### config.mk
export PLATFORM = sky130hd
export DESIGN_NAME = mdio_shift_engine
export DESIGN_NICKNAME = d
export VERILOG_FILES = /design/src/rtl/mdio_pkg.sv /design/src/rtl/mdio_mdc_gen.sv /design/src/rtl/mdio_rot_reg.sv /design/src/rtl/mdio_shift_engine.sv
export SDC_FILE = /design/constraint.sdc
export NUM_CORES = 1
export LEC_CHECK = 0
export BUFFER_PORTS_ARGS = -buffer_cell sky130_fd_sc_hd__buf_2
export CAP_MARGIN = 10
export CORE_MARGIN = 5
export CORE_UTILIZATION = 45
export CTS_CLUSTER_SIZE = 12
export DETAILED_ROUTE_END_ITERATION = 7
export PLACE_DENSITY = 0.7
export SYNTH_ARGS = -nofsm -noshare
export SYNTH_HDL_FRONTEND = slang
export SYNTH_SLANG_ARGS = --single-unit
### constraint.sdc
create_clock -name clk -period 3.9 [get_ports clk]
set_input_delay 0.195 -clock clk [delete_from_list [all_inputs] [get_ports clk]]
set_output_delay 0.195 -clock clk [all_outputs]
set_load 0.005 [all_outputs]
### src/rtl/mdio_pkg.sv
package mdio_pkg;
    typedef enum logic [1:0] {
        ST_IDLE = 2'd0,
        ST_LOW  = 2'd1,
        ST_HIGH = 2'd2
    } mdio_state_e;
endpackage

### src/rtl/mdio_mdc_gen.sv
module mdio_mdc_gen #(
    parameter int DIV_W = 8
) (
    input  logic             clk,
    input  logic             rst_n,
    input  logic             run,
    input  logic [DIV_W-1:0] half_div,
    output logic             tick
);
    logic [DIV_W-1:0] cnt_q;

    assign tick = run && (cnt_q == half_div);

    always_ff @(posedge clk) begin
        if (!rst_n || !run || tick) begin
            cnt_q <= '0;
        end else begin
            cnt_q <= cnt_q + 1'b1;
        end
    end


    cnt_bound_chk: assert property (@(posedge clk) disable iff (!rst_n)
        run |-> (cnt_q <= half_div));
endmodule

### src/rtl/mdio_rot_reg.sv
module mdio_rot_reg #(
    parameter int W = 32
) (
    input  logic         clk,
    input  logic         rst_n,
    input  logic         load,
    input  logic [W-1:0] load_val,
    input  logic         sample,
    input  logic         shift,
    input  logic         din,
    output logic [W-1:0] q
);
    logic samp_q;

    always_ff @(posedge clk) begin
        if (!rst_n) begin
            q      <= '0;
            samp_q <= 1'b0;
        end else begin
            if (sample) begin
                samp_q <= din;
            end
            if (load) begin
                q <= load_val;
            end else if (shift) begin
                q <= {q[W-2:0], samp_q};
            end
        end
    end
endmodule

### src/rtl/mdio_shift_engine.sv
module mdio_shift_engine
    import mdio_pkg::*;
#(
    parameter int DIV_W   = 8,
    parameter int FRAME_W = 32
) (
    input  logic               clk,
    input  logic               rst_n,
    input  logic               wr_en,
    input  logic [FRAME_W-1:0] wr_data,
    input  logic [DIV_W-1:0]   mdc_half,
    output logic [FRAME_W-1:0] rd_data,
    output logic               mgmt_idle,
    output logic               irq,
    output logic               mdc,
    output logic               mdio_o,
    output logic               mdio_oe,
    input  logic               mdio_i
);
    localparam int CNT_W   = $clog2(FRAME_W);
    localparam int REL_POS = FRAME_W - 18;
    localparam int OP_HI   = FRAME_W - 3;
    localparam int OP_LO   = FRAME_W - 4;

    mdio_state_e      state_q, state_d;
    logic [CNT_W-1:0] cnt_q;
    logic [DIV_W-1:0] div_q;
    logic             rd_op_q;
    logic             idle_q;
    logic             irq_q;
    logic             tick;
    logic             load;
    logic             sample;
    logic             shift;
    logic             last;
    logic [FRAME_W-1:0] shreg;

    assign load   = wr_en && (state_q == ST_IDLE);
    assign sample = (state_q == ST_LOW) && tick;
    assign shift  = (state_q == ST_HIGH) && tick;
    assign last   = shift && (cnt_q == CNT_W'(FRAME_W - 1));

    mdio_mdc_gen #(.DIV_W(DIV_W)) u_div (
        .clk      (clk),
        .rst_n    (rst_n),
        .run      (state_q != ST_IDLE),
        .half_div (div_q),
        .tick     (tick)
    );

    mdio_rot_reg #(.W(FRAME_W)) u_reg (
        .clk      (clk),
        .rst_n    (rst_n),
        .load     (load),
        .load_val (wr_data),
        .sample   (sample),
        .shift    (shift),
        .din      (mdio_i),
        .q        (shreg)
    );

    always_comb begin
        state_d = state_q;
        unique case (state_q)
            ST_IDLE: if (load)  state_d = ST_LOW;
            ST_LOW:  if (tick)  state_d = ST_HIGH;
            ST_HIGH: if (last)  state_d = ST_IDLE;
                     else if (tick) state_d = ST_LOW;
            default: state_d = ST_IDLE;
        endcase
    end

    always_ff @(posedge clk) begin
        if (!rst_n) begin
            state_q <= ST_IDLE;
        end else begin
            state_q <= state_d;
        end
    end

    always_ff @(posedge clk) begin
        if (!rst_n) begin
            cnt_q   <= '0;
            div_q   <= '0;
            rd_op_q <= 1'b0;
            idle_q  <= 1'b1;
            irq_q   <= 1'b0;
        end else begin
            irq_q <= last;
            if (load) begin
                cnt_q   <= '0;
                div_q   <= mdc_half;
                rd_op_q <= (wr_data[OP_HI:OP_LO] == 2'b10);
                idle_q  <= 1'b0;
            end else if (shift) begin
                cnt_q <= cnt_q + 1'b1;
                if (last) begin
                    idle_q <= 1'b1;
                end
            end
        end
    end

    assign rd_data   = shreg;
    assign mgmt_idle = idle_q;
    assign irq       = irq_q;
    assign mdc       = (state_q == ST_HIGH);
    assign mdio_o    = shreg[FRAME_W-1];
    assign mdio_oe   = (state_q != ST_IDLE) &&
                       !(rd_op_q && (cnt_q >= CNT_W'(REL_POS)));


    mdc_idle_chk: assert property (@(posedge clk) disable iff (!rst_n)
        mgmt_idle |-> !mdc);


    mdio_stable_chk: assert property (@(posedge clk) disable iff (!rst_n)
        (!mgmt_idle && !$fell(mdc) && !$past(mgmt_idle)) |-> $stable(mdio_o));


    irq_idle_chk: assert property (@(posedge clk) disable iff (!rst_n)
        irq |-> mgmt_idle);


    irq_pulse_chk: assert property (@(posedge clk) disable iff (!rst_n)
        irq |=> !irq);


    oe_idle_chk: assert property (@(posedge clk) disable iff (!rst_n)
        mgmt_idle |-> !mdio_oe);
endmodule

# Yosys cells after proc, flatten, opt, wreduce, memory -nomap -nowiden
# Index checks and enable logic that the tools add are counted.
[word_totals]
reg_bits = 59
out_inout_bits = 37
word_cells = 50
[op_classes]
n_addsub = 2
magnitude_cmp = 1
eq_ne = 8
mux = 10
n_bitwise = 1
n_reduce_logical = 19
[ops]
columns = ["cell", "n"]
rows = [
  ["32-bit 2-to-1 mux", 2],
  ["8-bit by 1-bit adder with 8-bit output (second input constant)", 1],
  ["8-bit equality test", 1],
  ["2-bit 2-to-1 mux", 4],
  ["1-bit logical AND", 7],
  ["2-bit case mux with 3 select lines", 1],
  ["2-bit nonzero test", 3],
  ["5-bit by 1-bit adder with 5-bit output (second input constant)", 1],
  ["5-bit equality test (second input constant)", 1],
  ["5-bit by 4-bit greater-or-equal comparator with 1-bit output (second input constant)", 1],
  ["2-bit equality test (second input constant)", 2],
  ["2-bit inequality test (second input constant)", 2],
  ["1-bit zero test", 3],
  ["1-bit 2-to-1 mux", 3],
  ["3-bit by 1-bit inequality test with 1-bit output (second input constant)", 1],
  ["3-bit AND reduction", 1],
  ["2-bit by 1-bit equality test with 1-bit output (second input constant)", 1],
  ["2-bit zero test", 1],
  ["1-bit logical OR", 2],
  ["2-bit AND reduction", 1],
  ["2-bit OR reduction", 1],
  ["1-bit NOT", 1],
]

# Depth between registers and ports, before layout
[logic_depth]
ltp_word = 7
ltp_mapped = 6
ltp_nobuf = 5

# Hierarchy
# Synthesis repeated with hierarchy kept, for this count alone.
[hier_totals]
hier_cells = 284
area_unflattened_um2 = 3075.4
[modules_own_cells]
columns = ["module", "instances", "cells_each", "area_per_inst_um2", "seq_area_each_um2"]
rows = [
  ["mdio_rot_reg", 1, 145, 1813.0, 660.6],
  ["mdio_shift_engine", 1, 92, 794.5, 360.3],
  ["mdio_mdc_gen", 1, 47, 467.9, 160.2],
]

# Worst setup path after synthesis
# Ideal clock, no wire load.
[synth_timing]
path_type = "register -> register"
start = "register u_div.cnt_q[0]"
end = "register u_reg.q[31]"
setup_ns = 0.127
arrival_ns = 1.336
path_slack_ns = 2.437
path_stages_with_launch = 6
n_path_buf = 1
period_less_slack_ns = 1.463
path_cell_list = "dfxtp_1 > xnor2_1 > nand4_2 > nor3_4 > buf_6 > a211oi_1"
[synth_between]
elab_chain_len = 4
[synth_lines]
columns = ["item", "line_no", "source"]
rows = [
  ["from (decl)", "mdio_mdc_gen.sv:10", "logic [DIV_W-1:0] cnt_q;"],
  ["from (signal assigned)", "mdio_mdc_gen.sv:18", "cnt_q <= cnt_q + 1'b1;"],
  ["8-bit equality test", "mdio_mdc_gen.sv:12", "assign tick = run && (cnt_q == half_div);"],
  ["1-bit logical AND", "mdio_mdc_gen.sv:12", ""],
  ["1-bit logical AND", "mdio_shift_engine.sv:40", "assign shift = (state_q == ST_HIGH) && tick;"],
  ["2-bit nonzero test (no line)", "--", ""],
  ["to (signal assigned)", "mdio_rot_reg.sv:24", "q <= load_val;"],
  ["to (signal assigned)", "mdio_rot_reg.sv:26", "q <= {q[W-2:0], samp_q};"],
  ["to (decl)", "mdio_rot_reg.sv:11", "output logic [W-1:0] q"],
]
# Every way passes these cells.
# A chain may end at the register's enable or synchronous reset.

# Final worst setup path
# Ends and elaborated chain as after synthesis.

==> PnR_summary.wiki <==
{| class="wikitable"
! Metric !! Value
|-
| Initial DRT Pass Iterations || 4
|-
| Overall die area || 8200 µm²
|-
| Average size of a mapped cell || 8.80 µm²
|-
| Critical path arrival || between 2 and 2.5 ns
|-
| Startpoint type of the worst setup path || flip-flop
|-
| Die X || slightly above 90 µm
|-
| Maximum fanout encountered on the critical timing path || 23
|-
| Number of placed instances with taps included || approximately 460
|-
| Number of hold violations in the final report || 0
|-
| Data required time at the worst endpoint || approximately 4.2 ns
|-
| Final Slew Violations || 0
|-
| Die height || around 91 µm
|-
| Setup repair bufs after CTS || 0
|-
| Congestion Overflow GR || 0
|-
| VDD IR-drop max || approximately 0.27 mV
|-
| Final-stage net count || 441
|-
| Highest clock frequency the design can meet || 0.469 GHz
|-
| Global placement routability congestion || between 0.7 and 0.8
|-
| GRT Total Usage || roughly 18%
|-
| Ant. Diodes || 0
|-
| Detailed-route wire length || between 7 and 8 mm
|-
| Fin cells || 474
|-
| Antenna violations before repair || 0
|-
| Max clock buf depth || 2
|-
| Kind of capture point of the worst setup path || flip-flop
|-
| CTS-repair resized insts || 0
|-
| Share of the cycle needed by the critical path after routing || approximately 55%
|-
| Final critical delay including setup and external delays || about 2.1 ns
|-
| Slack of the worst reg-to-reg path || roughly 1.8 ns
|-
| First-pass GRT wire length || 12.4 mm
|-
| Total leakage power || around 1.3 nW
|-
| Layout cells sized above 1 || a little over a quarter
|-
| Count of input and output buffers || 80
|-
| Vias per std cell || 5.74
|-
| DRC violations left || 0
|-
| CTS clk-pin slew, worst paths || 0.06 ns
|-
| Count of vias placed by the detailed router || around 2700
|-
| Final setup vio count || 0
|-
| Area of the placeable core || 6310 µm²
|-
| Number of H-tree levels || 3
|-
| Placement Rows || 29
|-
| Post-Layout Inst Area || between 3000 and 4000 µm²
|-
| Number of synthesis warnings || 0
|-
| Worst slew pin tran || a little under 1 ns
|-
| Hold buffer count at CTS || 0
|-
| Buffer cell driving the clock tree root || sky130_fd_sc_hd__clkbuf_8
|-
| DRC violation total after the first TritonRoute iteration || 212
|-
| TritonCTS buffer count || 9
|-
| Power density over cell area || approximately 500 nW/µm²
|-
| Clock tree from TritonCTS || built
|-
| Netlist cell types || 38
|-
| HPWL after detailed placement || 4.72 mm
|-
| Number of nets produced by synthesis || between 300 and 400
|-
| Kind of critical path || reg -> reg
|-
| Setup_tns || 0 ns
|-
| Area after DPL || 3230 µm²
|-
| Worst-Skew Late Latency || roughly 0.33 ns
|-
| Final Skew || approximately 0.012 ns
|-
| Residual antenna-violating net count after detailed routing || 0
|-
| Run status || finished, final reports clean
|-
| Maximum Capacitance Violations || 0
|-
| I/O pins || 81
|-
| Post-Syn Instances || about 330
|-
| Detail-routed net length per standard cell || between 15 and 20 µm
|-
| Synthesis-to-finish area growth || 17.1%
|-
| Effective utilization at floorplan || between 40% and 50%
|-
| Total power consumption of the routed design || ~1.7 mW
|-
| Mapped cell area || between 2000 and 3000 µm²
|-
| Unrepaired setup endpoints after global routing || false
|-
| Largest net degree at the start of global routing || 46
|-
| Clock sink count || 59
|-
| Post-synthesis sequential area ratio || between 40% and 50%
|-
| Min-Delay Path Class || in -> reg
|-
| Via count of the first global-routing pass || ~2600
|-
| Slew headroom || between 30% and 40%
|-
| Flops & latches, synth || ~60
|}
==> where the power goes <==
group | switching (mW) | leakage [nW] | internal, mW | total, mW
combinational | 0.265 | 0.757 | 0.154 | 0.419
sequential | 0.0474 | 0.485 | 0.663 | 0.711
clock | 0.223 | 0.0995 | 0.326 | 0.549
total | 0.535 | 1.34 | 1.14 | 1.68
==> final timing paths <==
kind	start	endpoint	depth (start not counted)
setup / recovery	u_div.cnt_q[0]$_SDFF_PP0_	u_reg.q[31]$_SDFFE_PN0P_	5
hold / removal	mdc_half[5]	div_q[5]$_SDFFE_PN0P_	3
setup reg to reg	u_div.cnt_q[0]$_SDFF_PP0_	u_reg.q[31]$_SDFFE_PN0P_	5
hold reg to reg	rd_op_q$_SDFFE_PN0P_	rd_op_q$_SDFFE_PN0P_	2
==> worst max-delay path, cell delays in order (launching register included) <==
cell	delay, ns
sky130_fd_sc_hd__dfxtp_1	0.42
sky130_fd_sc_hd__xnor2_1	0.18
sky130_fd_sc_hd__and4_1	0.68
sky130_fd_sc_hd__buf_4	0.39
sky130_fd_sc_hd__a311oi_1	0.14
sky130_fd_sc_hd__a211oi_1	0.24
==> per-layer routing <==
layer / GRT usage, % / vias up / wire length [µm]
li1: - / 1380 / -
met1: 22.3 / 1253 / 3230
met2: 28.3 / 83 / 3400
met3: 6.08 / 6 / 545
met4: 6.45 / 0 / 74
met5: 0 / - / 0
==> synth_stat cells <==
cell                        n  area [µm²]
sky130_fd_sc_hd__inv_2      1        3.75
sky130_fd_sc_hd__nor3_1     7        35.0
sky130_fd_sc_hd__nor2_1    33         124
sky130_fd_sc_hd__o21ai_0   35         175
sky130_fd_sc_hd__nand2b_2   1        8.76
sky130_fd_sc_hd__buf_4      5        37.5
sky130_fd_sc_hd__buf_2      9        45.0
sky130_fd_sc_hd__nand4_1    5        31.3
sky130_fd_sc_hd__nand3_1    9        45.0
sky130_fd_sc_hd__a311oi_2   2        30.0
sky130_fd_sc_hd__nor4_1     2        12.5
sky130_fd_sc_hd__ha_1       4        50.1
sky130_fd_sc_hd__clkbuf_1  12        45.0
sky130_fd_sc_hd__nand2b_1   2        12.5
sky130_fd_sc_hd__a211oi_1  32         240
sky130_fd_sc_hd__nand4_2    2        25.0
sky130_fd_sc_hd__xor2_1     5        43.8
sky130_fd_sc_hd__buf_6      9         101
sky130_fd_sc_hd__nor3_4     1        16.3
sky130_fd_sc_hd__or3_1      2        12.5
sky130_fd_sc_hd__mux2i_1    2        20.0
sky130_fd_sc_hd__and3_1     4        25.0
sky130_fd_sc_hd__a311oi_1  29         254
sky130_fd_sc_hd__xnor2_1    9        78.8
sky130_fd_sc_hd__and4_1     2        17.5
sky130_fd_sc_hd__inv_1      2        7.51
sky130_fd_sc_hd__a21oi_1   15        75.1
sky130_fd_sc_hd__nor2b_1    1        6.26
sky130_fd_sc_hd__dfxtp_1   59        1180
sky130_fd_sc_hd__o31ai_1    4        30.0
sky130_fd_sc_hd__nand2_1   19        71.3
sky130_fd_sc_hd__and2_1     1        6.26
sky130_fd_sc_hd__o31a_1     1        8.76
sky130_fd_sc_hd__a41oi_1    1        8.76
sky130_fd_sc_hd__a31oi_1    2        12.5
sky130_fd_sc_hd__o211ai_1   1        7.51
sky130_fd_sc_hd__nand3b_1   1        7.51
sky130_fd_sc_hd__nor3b_1    1        7.51
==> sequential cells by signal, indices dropped and copies added, names as in the netlist <==
register,count
u_div.cnt_q,8
div_q,8
rd_op_q,1
u_reg.samp_q,1
cnt_q,5
mgmt_idle,1
u_reg.q,32
irq,1
state_q,2
==> per-stage QoR <==
step	setup WS, ns	util, %	hold WS, ns
after floorplan	2.44	-	0.330
after global placement	1.82	51.1	0.436
after detailed placement	1.80	51.1	0.440
after CTS	1.79	54.2	0.0822
after global routing	1.57	54.2	0.0770
final	1.77	54.2	0.0956
==> kinds of logic (layout without fill, tap and decap cells) <==
| group | count (synthesis) | in the layout | share of synthesized area (%) |
|---|---|---|---|
| AO/OA/AOI/OAI | 122 | 122 | 28.8 |
| XOR/XNOR | 14 | 14 | 4.20 |
| adder cells (fa/ha/maj) | 4 | 4 | 1.71 |
| buffers and inverters | 38 | 103 | 8.23 |
| flip-flops | 59 | 59 | 40.4 |
| multiplexers | 2 | 2 | 0.686 |
| AND/OR/NAND/NOR | 93 | 93 | 15.9 |
==> final cells by class <==
type	instances	area, µm²
fill	608	2890
clock inverter	2	35.0
clock buffer	13	159
multi-input combinational	235	1500
inverter	3	11.3
tap	77	96.3
sequential	59	1180
timing repair buffer	85	438
==> cell usage in the layout, fill, tap and decap left out, types with 4 or more instances in the layout <==
cell type	instances
sky130_fd_sc_hd__xor2_1	5
sky130_fd_sc_hd__a311oi_1	29
sky130_fd_sc_hd__a21oi_1	15
sky130_fd_sc_hd__nand3_1	9
sky130_fd_sc_hd__clkbuf_8	11
sky130_fd_sc_hd__a211oi_1	32
sky130_fd_sc_hd__dfxtp_1	59
sky130_fd_sc_hd__o31ai_1	4
sky130_fd_sc_hd__nor3_1	7
sky130_fd_sc_hd__buf_4	5
sky130_fd_sc_hd__nor2_1	33
sky130_fd_sc_hd__o21ai_0	35
sky130_fd_sc_hd__nand2_1	19
sky130_fd_sc_hd__buf_2	80
sky130_fd_sc_hd__and3_1	4
sky130_fd_sc_hd__ha_1	4
sky130_fd_sc_hd__nand4_1	5
sky130_fd_sc_hd__xnor2_1	9
No activity file was read; power rests on OpenSTA's default activity.
